`src/rtl/ind_gpio_pkg.sv`:
```
package ind_gpio_pkg;
  // Bus offsets of the four byte registers
  localparam int unsigned OFS_SEL = 0;
  localparam int unsigned OFS_WIN = 1;
  localparam int unsigned OFS_IN  = 2;
  localparam int unsigned OFS_OUT = 3;
  // Sub-register indices reached through the window
  localparam int unsigned IDX_DIR = 1;
  localparam int unsigned IDX_ALT = 2;
endpackage

```
`src/rtl/ind_gpio_sync.sv`:
```
module ind_gpio_sync #(
  parameter int unsigned PIN_W  = 8,
  parameter int unsigned STAGES = 2
) (
  input  logic             clk,
  input  logic             rst,
  input  logic [PIN_W-1:0] d,
  output logic [PIN_W-1:0] q
);
  logic [PIN_W-1:0] st [STAGES];

  for (genvar s = 0; s < STAGES; s++) begin : g_stage
    if (s == 0) begin : g_first
      always_ff @(posedge clk) begin
        if (rst) st[s] <= '0;
        else     st[s] <= d;
      end
    end else begin : g_next
      always_ff @(posedge clk) begin
        if (rst) st[s] <= '0;
        else     st[s] <= st[s-1];
      end
    end
  end

  assign q = st[STAGES-1];
endmodule

```
`src/rtl/ind_gpio_regs.sv`:
```
module ind_gpio_regs
  import ind_gpio_pkg::*;
#(
  parameter int unsigned PIN_W  = 8,
  parameter int unsigned ADDR_W = 2
) (
  input  logic              clk,
  input  logic              rst,
  input  logic              cs,
  input  logic              we,
  input  logic [ADDR_W-1:0] addr,
  input  logic [PIN_W-1:0]  wdata,
  input  logic [PIN_W-1:0]  in_val,
  output logic [PIN_W-1:0]  rdata,
  output logic [PIN_W-1:0]  idx_q,
  output logic [PIN_W-1:0]  dir_q,
  output logic [PIN_W-1:0]  alt_q,
  output logic [PIN_W-1:0]  odr_q
);
  localparam logic [PIN_W-1:0] SEL_DIR = PIN_W'(IDX_DIR);
  localparam logic [PIN_W-1:0] SEL_ALT = PIN_W'(IDX_ALT);

  logic wr_en, rd_en;
  logic hit_sel, hit_win, hit_in, hit_out;
  logic [PIN_W-1:0] win_val, rd_mux;

  assign wr_en   = cs && we;
  assign rd_en   = cs && !we;
  assign hit_sel = (addr == ADDR_W'(OFS_SEL));
  assign hit_win = (addr == ADDR_W'(OFS_WIN));
  assign hit_in  = (addr == ADDR_W'(OFS_IN));
  assign hit_out = (addr == ADDR_W'(OFS_OUT));

  always_ff @(posedge clk) begin
    if (rst) begin
      idx_q <= '0;
      dir_q <= '1;
      alt_q <= '0;
      odr_q <= '0;
    end else if (wr_en) begin
      if (hit_sel) idx_q <= wdata;
      if (hit_out) odr_q <= wdata;
      if (hit_win && idx_q == SEL_DIR) dir_q <= wdata;
      if (hit_win && idx_q == SEL_ALT) alt_q <= wdata;
    end
  end

  always_comb begin
    unique case (idx_q)
      SEL_DIR: win_val = dir_q;
      SEL_ALT: win_val = alt_q;
      default: win_val = '0;
    endcase
  end

  always_comb begin
    rd_mux = '0;
    if (hit_sel) rd_mux = idx_q;
    if (hit_win) rd_mux = win_val;
    if (hit_in)  rd_mux = in_val;
    if (hit_out) rd_mux = odr_q;
  end

  always_ff @(posedge clk) begin
    if (rst)        rdata <= '0;
    else if (rd_en) rdata <= rd_mux;
  end
endmodule

```
`src/rtl/ind_gpio_padmux.sv`:
```
module ind_gpio_padmux #(
  parameter int unsigned PIN_W = 8
) (
  input  logic [PIN_W-1:0] dir,
  input  logic [PIN_W-1:0] alt,
  input  logic [PIN_W-1:0] odr,
  input  logic [PIN_W-1:0] alt_out,
  input  logic [PIN_W-1:0] alt_oe,
  output logic [PIN_W-1:0] pad_out,
  output logic [PIN_W-1:0] pad_oe
);
  for (genvar p = 0; p < PIN_W; p++) begin : g_pin
    always_comb begin
      if (alt[p]) begin
        pad_out[p] = alt_out[p];
        pad_oe[p]  = alt_oe[p];
      end else begin
        pad_out[p] = odr[p];
        pad_oe[p]  = !dir[p];
      end
    end
  end
endmodule

```
`src/rtl/ind_gpio_port.sv`:
```
module ind_gpio_port #(
  parameter int unsigned PIN_W       = 8,
  parameter int unsigned ADDR_W      = 2,
  parameter int unsigned SYNC_STAGES = 2
) (
  input  logic              clk,
  input  logic              rst,
  input  logic              cs,
  input  logic              we,
  input  logic [ADDR_W-1:0] addr,
  input  logic [PIN_W-1:0]  wdata,
  output logic [PIN_W-1:0]  rdata,
  input  logic [PIN_W-1:0]  pad_in,
  output logic [PIN_W-1:0]  pad_out,
  output logic [PIN_W-1:0]  pad_oe,
  input  logic [PIN_W-1:0]  alt_out,
  input  logic [PIN_W-1:0]  alt_oe
);
  logic [PIN_W-1:0] sync_q, in_q;
  logic [PIN_W-1:0] idx_q, dir_q, alt_q, odr_q;

  ind_gpio_sync #(.PIN_W(PIN_W), .STAGES(SYNC_STAGES)) u_sync (
    .clk (clk),
    .rst (rst),
    .d   (pad_in),
    .q   (sync_q)
  );

  always_ff @(posedge clk) begin
    if (rst) in_q <= '0;
    else     in_q <= sync_q;
  end

  ind_gpio_regs #(.PIN_W(PIN_W), .ADDR_W(ADDR_W)) u_regs (
    .clk    (clk),
    .rst    (rst),
    .cs     (cs),
    .we     (we),
    .addr   (addr),
    .wdata  (wdata),
    .in_val (in_q),
    .rdata  (rdata),
    .idx_q  (idx_q),
    .dir_q  (dir_q),
    .alt_q  (alt_q),
    .odr_q  (odr_q)
  );

  ind_gpio_padmux #(.PIN_W(PIN_W)) u_mux (
    .dir     (dir_q),
    .alt     (alt_q),
    .odr     (odr_q),
    .alt_out (alt_out),
    .alt_oe  (alt_oe),
    .pad_out (pad_out),
    .pad_oe  (pad_oe)
  );
endmodule

```
`config.mk`:
```
export PLATFORM = sky130hd
export DESIGN_NAME = ind_gpio_port
export DESIGN_NICKNAME = d
export VERILOG_FILES = /design/src/rtl/ind_gpio_pkg.sv /design/src/rtl/ind_gpio_sync.sv /design/src/rtl/ind_gpio_regs.sv /design/src/rtl/ind_gpio_padmux.sv /design/src/rtl/ind_gpio_port.sv
export SDC_FILE = /design/constraint.sdc
export NUM_CORES = 1
export LEC_CHECK = 0
export CORE_ASPECT_RATIO = 1.1
export CORE_MARGIN = 2
export CORE_UTILIZATION = 51
export CTS_BUF_LIST = sky130_fd_sc_hd__clkbuf_2
export DETAILED_ROUTE_END_ITERATION = 10
export GPL_ROUTABILITY_DRIVEN = 0
export HOLD_SLACK_MARGIN = 0.03
export PLACE_DENSITY = 0.91
export REMOVE_ABC_BUFFERS = 1
export SLEW_MARGIN = 20
export SYNTH_ARGS = -nofsm -noshare
export SYNTH_HDL_FRONTEND = slang
export SYNTH_SLANG_ARGS = --single-unit
```
`constraint.sdc`:
```
create_clock -name clk -period 1.75 [get_ports clk]
set_clock_uncertainty 0.1 [all_clocks]
set_input_delay 0.35 -clock clk [delete_from_list [all_inputs] [get_ports clk]]
set_output_delay 0.35 -clock clk [all_outputs]
set_load 0.03 [all_outputs]
```
==> results.md <==
* Ranking of synthesized cells by area: dfxtp_1 (50%), mux2i_1 (6.6%), nor2b_1 (6.6%)
* Clk sinks at 64
* Chip Height at 78.36 µm
* Clk slew on worst S/H paths at about 0.2 ns
* Crit. End Element: output port
* Final instance area at about 3700 µm²
* Ports at just over 60
* Failing checks: negative setup slack
* Vias at 2505
* Max cap viols at 0
* Slew margin rel. at between 70 and 80%
* CP max FO at 2
* Worst slew pin tran at ~0.42 ns
* Flop pwr share at a little over half
* Area of the mapped netlist at ~2600 µm²
* RSZ-0062 raised after global routing: yes
* Switch Pwr at around 0.0007 W
* Syn Area/Cell at 9.091 µm²
* Port Buffer Count at a little over 60
* H-tree depth at 3
* WS Path Type: flop to output port
* Initial antenna violation count at 0
* Die ar. at about 5600 µm²
* Initial DRC count at about 260
* Min Tclk post-route at between 1.5 and 2 ns
* Most Used Layer, Global Route: met2
* Synth Warn # at 0
* Post-route ant nets at 0
* Nets at 414
* DRC at 0
* Vias in the first global route at 2375
* Startpoint types: flop
* Largest net degree at the start of global routing at 73
* Latest clock arrival within the worst-skew pair at between 0.5 and 0.6 ns
* Ant diodes at 0
* Hold Crit Class: primary input to flop
* Period utilization at 103.7%
* GR Util met1 at between 20 and 30%
* Cell count after synthesis at around 280
* VDD IR-drop max at 654.4 µV
* GR Overflow Total at 0
* DRT Pass-1 Iters at 5
* Switching fraction of total power at approximately 25%
* Share of cells above drive strength 1 at around 30%
* Dominant cell type by area after synthesis: dfxtp_1
* Status: finished with violations
* Met2 usage at 43.33%
* Global routing usage on met3 at 6.162%
* Dpl cell area at 3332 µm²
* Post-synthesis sequential area ratio at about half
* Synthesis-stage register bit count at 64
* Pwr/cell area at 761.8 nW/µm²
* Final setup vio count at 10
* Die Wd at around 72 µm
* Gr usage total at around a quarter
* Synth top area share at 49.98%
* Final Util at between 70% and 80%
* Wire length per cell at between 15 and 20 µm
* Row cnt at 27
* CP arrival at approximately 1.4 ns
* Maximum clock rate at roughly 550 MHz
* Clk pwr share at 35.7%
* Via density at ~5.7
* Slew Limit Fails at 0
* Worst-case clock buffer depth at 2
* Internal power at approximately 0.0021 W
* Core Box Area at just under 5000 µm²
* Worst setup margin at -0.06539 ns
* R2r worst-path depth at 6
* Num CTS Buffers at 9
* Area growth, synth to finish at 46.02%
* Wirelength, routed at around 7200 µm
* Global-route wire length before repair at between 10000 and 15000 µm
* CTS tree: built
* Tot Pwr at around 0.0029 W
* Initial Util at between 50% and 60%
* Worst EP required at between 1 and 1.5 ns
* Gate power share at a little under an eighth
* Leak at roughly 1.5 nW
* Root Driver: clkbuf_2
* DP Wirelength at approximately 4400 µm
* Post-synth cell types at 28
* Hold Path Depth at 3
* Endpoints failing hold at 0
==> critical path: stages (launching register included) <==
cell and delay [ns]:
dfxtp_2 0.39, mux2_4 0.31, buf_6 0.14
==> flip-flops by register name, indices dropped and copies added (netlist names) <==
signal        flops
u_sync.st        16
in_q              8
u_regs.alt_q      8
u_regs.dir_q      8
u_regs.idx_q      8
u_regs.odr_q      8
u_regs.rdata      8
==> area by class of cell <==
type,instances,area [µm²]
multi-input combinational,202,1304
sequential,64,1299
fill,322,1189
timing repair buffer,99,934.6
clock inverter,6,83.83
tap,58,72.57
clock buffer,10,50.05
==> power groups by stage <==
stage               clock network [W]  logic, W  registers, W
floorplan                           0  0.000104       0.00155
global placement                    0  0.000299       0.00154
detailed placement                  0  0.000307       0.00154
CTS                           0.00101  0.000313       0.00151
global route                  0.00109  0.000346       0.00151
finish                        0.00102  0.000323       0.00151
==> kinds of logic (layout without fill, tap and decap cells) <==
group                  count (synthesis)  count (layout)  share of synthesized area (%)
buffers and inverters                 16             115                          2.440
muxes                                 25              25                          10.15
and+or+nand+nor                      122             122                          23.62
AOI/OAI and AO/OA                     55              55                          13.81
DFF                                   64              64                          49.98
==> metrics by stage <==
stage / setup slack (ns) / TNS [ns] / hold slack [ns] / cells
CTS: -0.05531 / -0.3591 / 0.1762 / 434
detailed placement: -0.2284 / -5.775 / 0.3231 / 409
floorplan: 0.04815 / 0 / 0.3138 / 266
global placement: -0.1920 / -4.480 / 0.3161 / 409
finish: -0.06539 / -0.3564 / 0.1740 / 439
global route: -0.1197 / -1.186 / 0.1678 / 439
==> metal layers <==
| layer | vias up | share of wire (%) |
|---|---|---|
| met1 | 1157 | 37 |
| li1 | 1175 | - |
| met3 | 29 | 6.9 |
| met5 | - | 0 |
| met4 | 0 | 4.0 |
| met2 | 144 | 52 |
==> cells in the mapped netlist <==
library cell,n
mux2_2,8
dfxtp_1,64
clkbuf_1,13
mux2i_1,17
or3_1,1
a311oi_1,1
nor4b_4,1
nand3_1,1
nand2_2,1
o2111a_1,6
a21oi_1,16
nor3_2,1
a22oi_1,8
and3b_1,1
o22ai_1,8
nand2b_1,2
buf_2,2
nand4_2,1
a211oi_1,1
nor2_1,28
nor2b_1,27
nor3_1,16
o21ai_0,14
nand4_1,2
buf_1,1
nand2_1,39
and2b_1,1
o311a_1,1
==> cell usage in the layout (no fill, tap or decap), types with 12 or more instances in the layout <==
master,netlist,routed
nor2b_1,27,26
clkbuf_2,0,12
a21oi_1,16,16
nor3_1,16,15
buf_6,0,20
nor2_1,28,28
buf_4,0,33
dfxtp_1,64,54
clkdlybuf4s50_1,0,36
mux2i_1,17,17
nand2_1,39,34
==> timing repair <==
item | in CTS | in global routing
setup buffers | 9 | 5
endpoints found under the setup margin | 19 | 32
pin swaps | 1 | 2
hold buffers | 0 | 0
resized for setup | 67 | 21
==> path summary, 6_finish.rpt <==
path	from	slack (ns)	end
worst max register to register	u_regs.idx_q[1]	0.07	u_regs.alt_q[7]
worst min register to register	u_sync.st[1][3]	0.34	in_q[3]
worst min-delay path	rst	0.17	u_regs.idx_q[0]
worst max-delay path	u_regs.alt_q[2]	-0.07	pad_out[2]
(Power assumes the default switching activity.)
